File: src/rtl/stat_alert_pkg.sv
package stat_alert_pkg;
  localparam int unsigned DEF_REG_W = 8;

  function automatic int unsigned src_count(input int unsigned reg_w);
    return 2 * reg_w - 1;
  endfunction
endpackage

File: src/rtl/flag_bank.sv
module flag_bank #(
  parameter int unsigned REG_W = 8,
  localparam int unsigned SRC_N = 2 * REG_W - 1,
  localparam int unsigned LOW_N = REG_W - 1
) (
  input  logic             clk,
  input  logic             rst_n,
  input  logic             mon_en,
  input  logic [SRC_N-1:0] cond,
  input  logic             rd_lo,
  input  logic             rd_hi,
  output logic [SRC_N-1:0] flags
);
  logic [SRC_N-1:0] clr_req;
  logic [SRC_N-1:0] clr_ok;

  for (genvar i = 0; i < SRC_N; i++) begin : g_flag
    if (i < LOW_N) begin : g_lo
      assign clr_req[i] = rd_lo;
    end else begin : g_hi
      assign clr_req[i] = rd_hi;
    end
    assign clr_ok[i] = clr_req[i] & ~cond[i];

    always_ff @(posedge clk or negedge rst_n) begin
      if (!rst_n)                flags[i] <= 1'b0;
      else if (mon_en && cond[i]) flags[i] <= 1'b1;
      else if (clr_ok[i])        flags[i] <= 1'b0;
    end
  end


  set_on_cond_chk: assert property (@(posedge clk) disable iff (!rst_n)
    mon_en |=> ((flags & $past(cond)) == $past(cond)));

  hold_unread_chk: assert property (@(posedge clk) disable iff (!rst_n)
    1'b1 |=> ((flags & $past(flags & ~clr_req)) == $past(flags & ~clr_req)));

  no_set_idle_chk: assert property (@(posedge clk) disable iff (!rst_n)
    !mon_en |=> ((flags & ~$past(flags)) == '0));
endmodule

File: src/rtl/mask_store.sv
module mask_store #(
  parameter int unsigned REG_W = 8,
  localparam int unsigned SRC_N = 2 * REG_W - 1,
  localparam int unsigned LOW_N = REG_W - 1
) (
  input  logic             clk,
  input  logic             rst_n,
  input  logic             we_lo,
  input  logic             we_hi,
  input  logic [REG_W-1:0] wdata,
  output logic [SRC_N-1:0] mask
);
  always_ff @(posedge clk or negedge rst_n) begin
    if (!rst_n) begin
      mask <= '0;
    end else begin
      if (we_lo) mask[LOW_N-1:0]     <= wdata[LOW_N-1:0];
      if (we_hi) mask[SRC_N-1:LOW_N] <= wdata;
    end
  end
endmodule

File: src/rtl/alert_drv.sv
module alert_drv #(
  parameter int unsigned SRC_N = 15
) (
  input  logic             clk,
  input  logic             rst_n,
  input  logic [SRC_N-1:0] flags,
  input  logic [SRC_N-1:0] mask,
  output logic             alert_n
);
  assign alert_n = ~|(flags & ~mask);


  alert_needs_flag_chk: assert property (@(posedge clk) disable iff (!rst_n)
    !alert_n |-> (flags != '0));

  full_mask_quiet_chk: assert property (@(posedge clk) disable iff (!rst_n)
    (&mask) |-> alert_n);
endmodule

File: src/rtl/sticky_alert_ctrl.sv
module sticky_alert_ctrl #(
  parameter int unsigned REG_W = stat_alert_pkg::DEF_REG_W,
  localparam int unsigned SRC_N = stat_alert_pkg::src_count(REG_W),
  localparam int unsigned LOW_N = REG_W - 1
) (
  input  logic             clk,
  input  logic             rst_n,
  input  logic             mon_start_i,
  input  logic [SRC_N-1:0] oor_i,
  input  logic             rd_stat1_i,
  input  logic             rd_stat2_i,
  input  logic             mask1_we_i,
  input  logic             mask2_we_i,
  input  logic [REG_W-1:0] mask_wdata_i,
  output logic [REG_W-1:0] stat1_o,
  output logic [REG_W-1:0] stat2_o,
  output logic             alert_n_o
);
  logic [SRC_N-1:0] flags;
  logic [SRC_N-1:0] mask;

  flag_bank #(.REG_W(REG_W)) i_flags (
    .clk(clk), .rst_n(rst_n), .mon_en(mon_start_i), .cond(oor_i),
    .rd_lo(rd_stat1_i), .rd_hi(rd_stat2_i), .flags(flags)
  );

  mask_store #(.REG_W(REG_W)) i_mask (
    .clk(clk), .rst_n(rst_n), .we_lo(mask1_we_i), .we_hi(mask2_we_i),
    .wdata(mask_wdata_i), .mask(mask)
  );

  alert_drv #(.SRC_N(SRC_N)) i_alert (
    .clk(clk), .rst_n(rst_n), .flags(flags), .mask(mask), .alert_n(alert_n_o)
  );

  assign stat2_o = flags[SRC_N-1:LOW_N];
  assign stat1_o = {|flags[SRC_N-1:LOW_N], flags[LOW_N-1:0]};


  rd1_spares_hi_chk: assert property (@(posedge clk) disable iff (!rst_n)
    (rd_stat1_i && !rd_stat2_i) |=> ((stat2_o & $past(stat2_o)) == $past(stat2_o)));
endmodule

File: config.mk
export PLATFORM = sky130hd
export DESIGN_NAME = sticky_alert_ctrl
export DESIGN_NICKNAME = d
export VERILOG_FILES = /design/src/rtl/stat_alert_pkg.sv /design/src/rtl/flag_bank.sv /design/src/rtl/mask_store.sv /design/src/rtl/alert_drv.sv /design/src/rtl/sticky_alert_ctrl.sv
export SDC_FILE = /design/constraint.sdc
export NUM_CORES = 1
export LEC_CHECK = 0
export BUFFER_PORTS_ARGS = -buffer_cell sky130_fd_sc_hd__buf_2
export CORE_MARGIN = 5
export CORE_UTILIZATION = 43
export DETAILED_ROUTE_END_ITERATION = 12
export PLACE_DENSITY_LB_ADDON = 0.1
export SLEW_MARGIN = 20
export SYNTH_ARGS = -nofsm -noshare
export SYNTH_HDL_FRONTEND = slang
export SYNTH_SLANG_ARGS = --single-unit
export TNS_END_PERCENT = 10
File: constraint.sdc
create_clock -name clk -period 1.3 [get_ports clk]
set_clock_uncertainty 0.15 [all_clocks]
set_input_delay 0.065 -clock clk [delete_from_list [all_inputs] [get_ports clk]]
set_output_delay 0.065 -clock clk [all_outputs]
set_load 0.01 [all_outputs]
==> results.md <==
- Status: finished, violations left
- Failing checks: negative setup slack
- Period minus WS final: 1910 ps
- FP Rows: 19
- Yosys cell types: 13
- Hold Vio Cnt, Final: 0
- Share of power burned in registers: 50.0%
- Io pins: 47
- Post-Route WL: 3.37 mm
- Max Fanout on Critical Path: 2
- GRT overflow: 0
- Ordered cell list for the critical path: inv_1, o22ai_1, or4_4, nor4_4, buf_2
- Number of CTS-inserted buffers: 5
- Vias in the first global route: 1185
- P_leak: 1.01 nW
- Total power: 2.20 mW
- Final setup fails: 2
- Final Cell Area: 2000 µm²
- Register Area: 751 µm²
- CP required: 1090 ps
- Sequential fraction of the synthesis area: 58.7%
- Ant. Diodes: 0
- Initial Utilization: 45.6%
- Via Count: 1175
- DP Worst Slack: -258 ps
- Post-CTS Setup Bufs: 0
- Post-DR wirelength/cell: 14.1 µm
- Slew at the pin with the worst max-slew slack: 375 ps
- Max-cap violation count: 0
- H-tree levels: 2
- CP startpoint kind: register
- Avg Synthesized Cell Area: 10.7 µm²
- Drt first-iter violations: 48
- FMAX: 0.524 GHz
- Worst-skew pair later-pin latency: 320 ps
- Clock Tree Buf Depth: 2
- DIE AREA: 4160 µm²
- Synth Instances: 120
- Max incr delay on CP: 550 ps
- Initial antenna violation count: 0
- Root Buffer: clkbuf_4
- Die Y: 64.5 µm
- GP Congestion: 0.766
- Crit path kind: register to output port
- Critical path arrival: 1690 ps
- CTS clock-pin slew for the worst setup and hold paths: 90 ps
- Pin count of the biggest net entering global routing: 31
- Hpwl dp: 2.44 mm
- Combinational share of power: 23.7%
- Slowest-stage cell, CP: or4_4
- Pint: 1.58 mW
- Vias/cell: 4.90
- Yosys reg bits: 30
- Multi-input gate area: 442 µm²
- Placed inst area: 1630 µm²
- Maximum vdd drop: 0.762 mV
- Synth Cell Area: 1280 µm²
- Placed insts: 204
- Syn_nets: 150
- Final ANT Viol Nets: 0
- First-pass GRT wire length: 5.63 mm
- Max-slew violations: 0
- Drt first pass iters: 4
- RSZ-0062 raised after global routing: yes
- Worst setup EP type: output port
- Layout fillers: 221
- Nets: 238
- Worst Hold Class: primary input to register
- Hold_ws: 23.5 ps
- Setup ws final: -608 ps
- Share of cells above drive strength 1: 40.2%
- Die X: 64.5 µm
- Layout area overhead: 56.5%
- Gr usage total: 17.8%
- Core area: 2810 µm²
- Clock network power share: 26.3%
- YS warnings: 0
- Period utilization: 147%
- CTS sink count: 30
- PD cells: 1100 nW/µm²
- CTS tree: yes
- P_sw: 0.628 mW
- Port bufs: 46
- Net Sw Frac: 28.5%
- Drc violations: 0
- Max transition margin: 75.0%
- Final Instance Count excl. Fillers: 240
[power by group through the flow]
| stage | Combinational, mW | Clock, mW | Sequential (mW) |
|---|---|---|---|
| after floorplan | 0.184 | 0 | 1.13 |
| after global placement | 0.431 | 0 | 1.11 |
| after detailed placement | 0.443 | 0 | 1.12 |
| after CTS | 0.527 | 0.600 | 1.10 |
| after global routing | 0.579 | 0.627 | 1.12 |
| final | 0.523 | 0.579 | 1.10 |
[what timing repair did]
action	4_1_cts	5_1_grt
hold buffers	28	0
endpoints found under the hold margin	60	0
pin swaps	2	2
endpoints found under the setup margin	2	2
resized for setup	5	0
[final cells by class]
cell class / instances / share of cell area [%]
clock buffers: 6 / 2.56
multi-input cells: 58 / 22.1
well taps: 31 / 1.94
clock inverters: 2 / 0.625
flip-flops and latches: 30 / 37.5
inverters: 28 / 5.25
repair buffers: 85 / 30.0
[state kept, by name, summed over array words and instances (netlist names)]
signal         cells
i_mask.mask       15
i_flags.flags     15
[per-layer routing]
layer	vias up	share of wire (%)	track usage, %
li1	578	-	-
met1	554	44	22.1
met2	37	48	29.3
met3	6	7.1	6.04
met4	0	1.3	5.54
met5	-	0	0
[cell families after synthesis]
group / Yosys count / synth area share (%)
buf+inv: 32 / 9.39
mux: 15 / 13.2
simple gates: 6 / 3.33
compound gates: 37 / 15.4
flops: 30 / 58.7
[synthesized netlist by cell type]
cell | n | share of area [%]
dfrtp_1 | 30 | 59
a21oi_1 | 28 | 11
inv_1 | 28 | 8.2
mux2_2 | 15 | 13
o22ai_1 | 6 | 2.9
clkbuf_1 | 4 | 1.2
nor4_1 | 2 | 0.98
o21ai_0 | 2 | 0.78
nand2_1 | 1 | 0.29
nand2b_1 | 1 | 0.49
nor4_2 | 1 | 0.98
o221ai_1 | 1 | 0.69
or4_1 | 1 | 0.59
[final timing paths]
check	startpoint	to	slack [ps]	depth (start not counted)
setup / recovery	i_flags.flags[0]	alert_n_o	-610	5
hold / removal	mon_start_i	i_flags.flags[10]	20	3
setup reg to reg	i_flags.flags[4]	i_flags.flags[4]	320	3
hold reg to reg	i_mask.mask[4]	i_mask.mask[4]	370	1
max in group asynchronous	rst_n	i_flags.flags[14]	610	3
min in group asynchronous	rst_n	i_mask.mask[12]	120	3
[stage by stage]
stage	util, %	setup TNS [ps]
6_report	71.3	-842
5_1_grt	71.3	-983
4_1_cts	71.3	-880
3_5_place_dp	58.0	-258
2_1_floorplan	-	-166
3_3_place_gp	58.0	-262
[worst max-delay path: cells and delay by family, from the launching register on]
| family | cells | cell delay (ps) |
|---|---|---|
| AO/OA/AOI/OAI | 1 | 70 |
| flip-flops | 1 | 380 |
| AND/OR/NAND/NOR | 2 | 690 |
| buffers and inverters | 2 | 230 |
[placed cells by master, fill, tap and decap left out, drive strengths merged]
cell / synthesis / final
buf: 0 / 57
dfrtp: 30 / 30
inv: 28 / 28
a21oi: 28 / 28
dlygate4sd3: 0 / 28
mux2: 15 / 15
o22ai: 6 / 6
clkbuf: 4 / 6
nor4: 3 / 3
o21ai: 2 / 2
or4: 1 / 1
nand2b: 1 / 1
o221ai: 1 / 1
nand2: 1 / 1
clkinvlp: 0 / 1
clkinv: 0 / 1
Power figures use the tool's default switching activity.
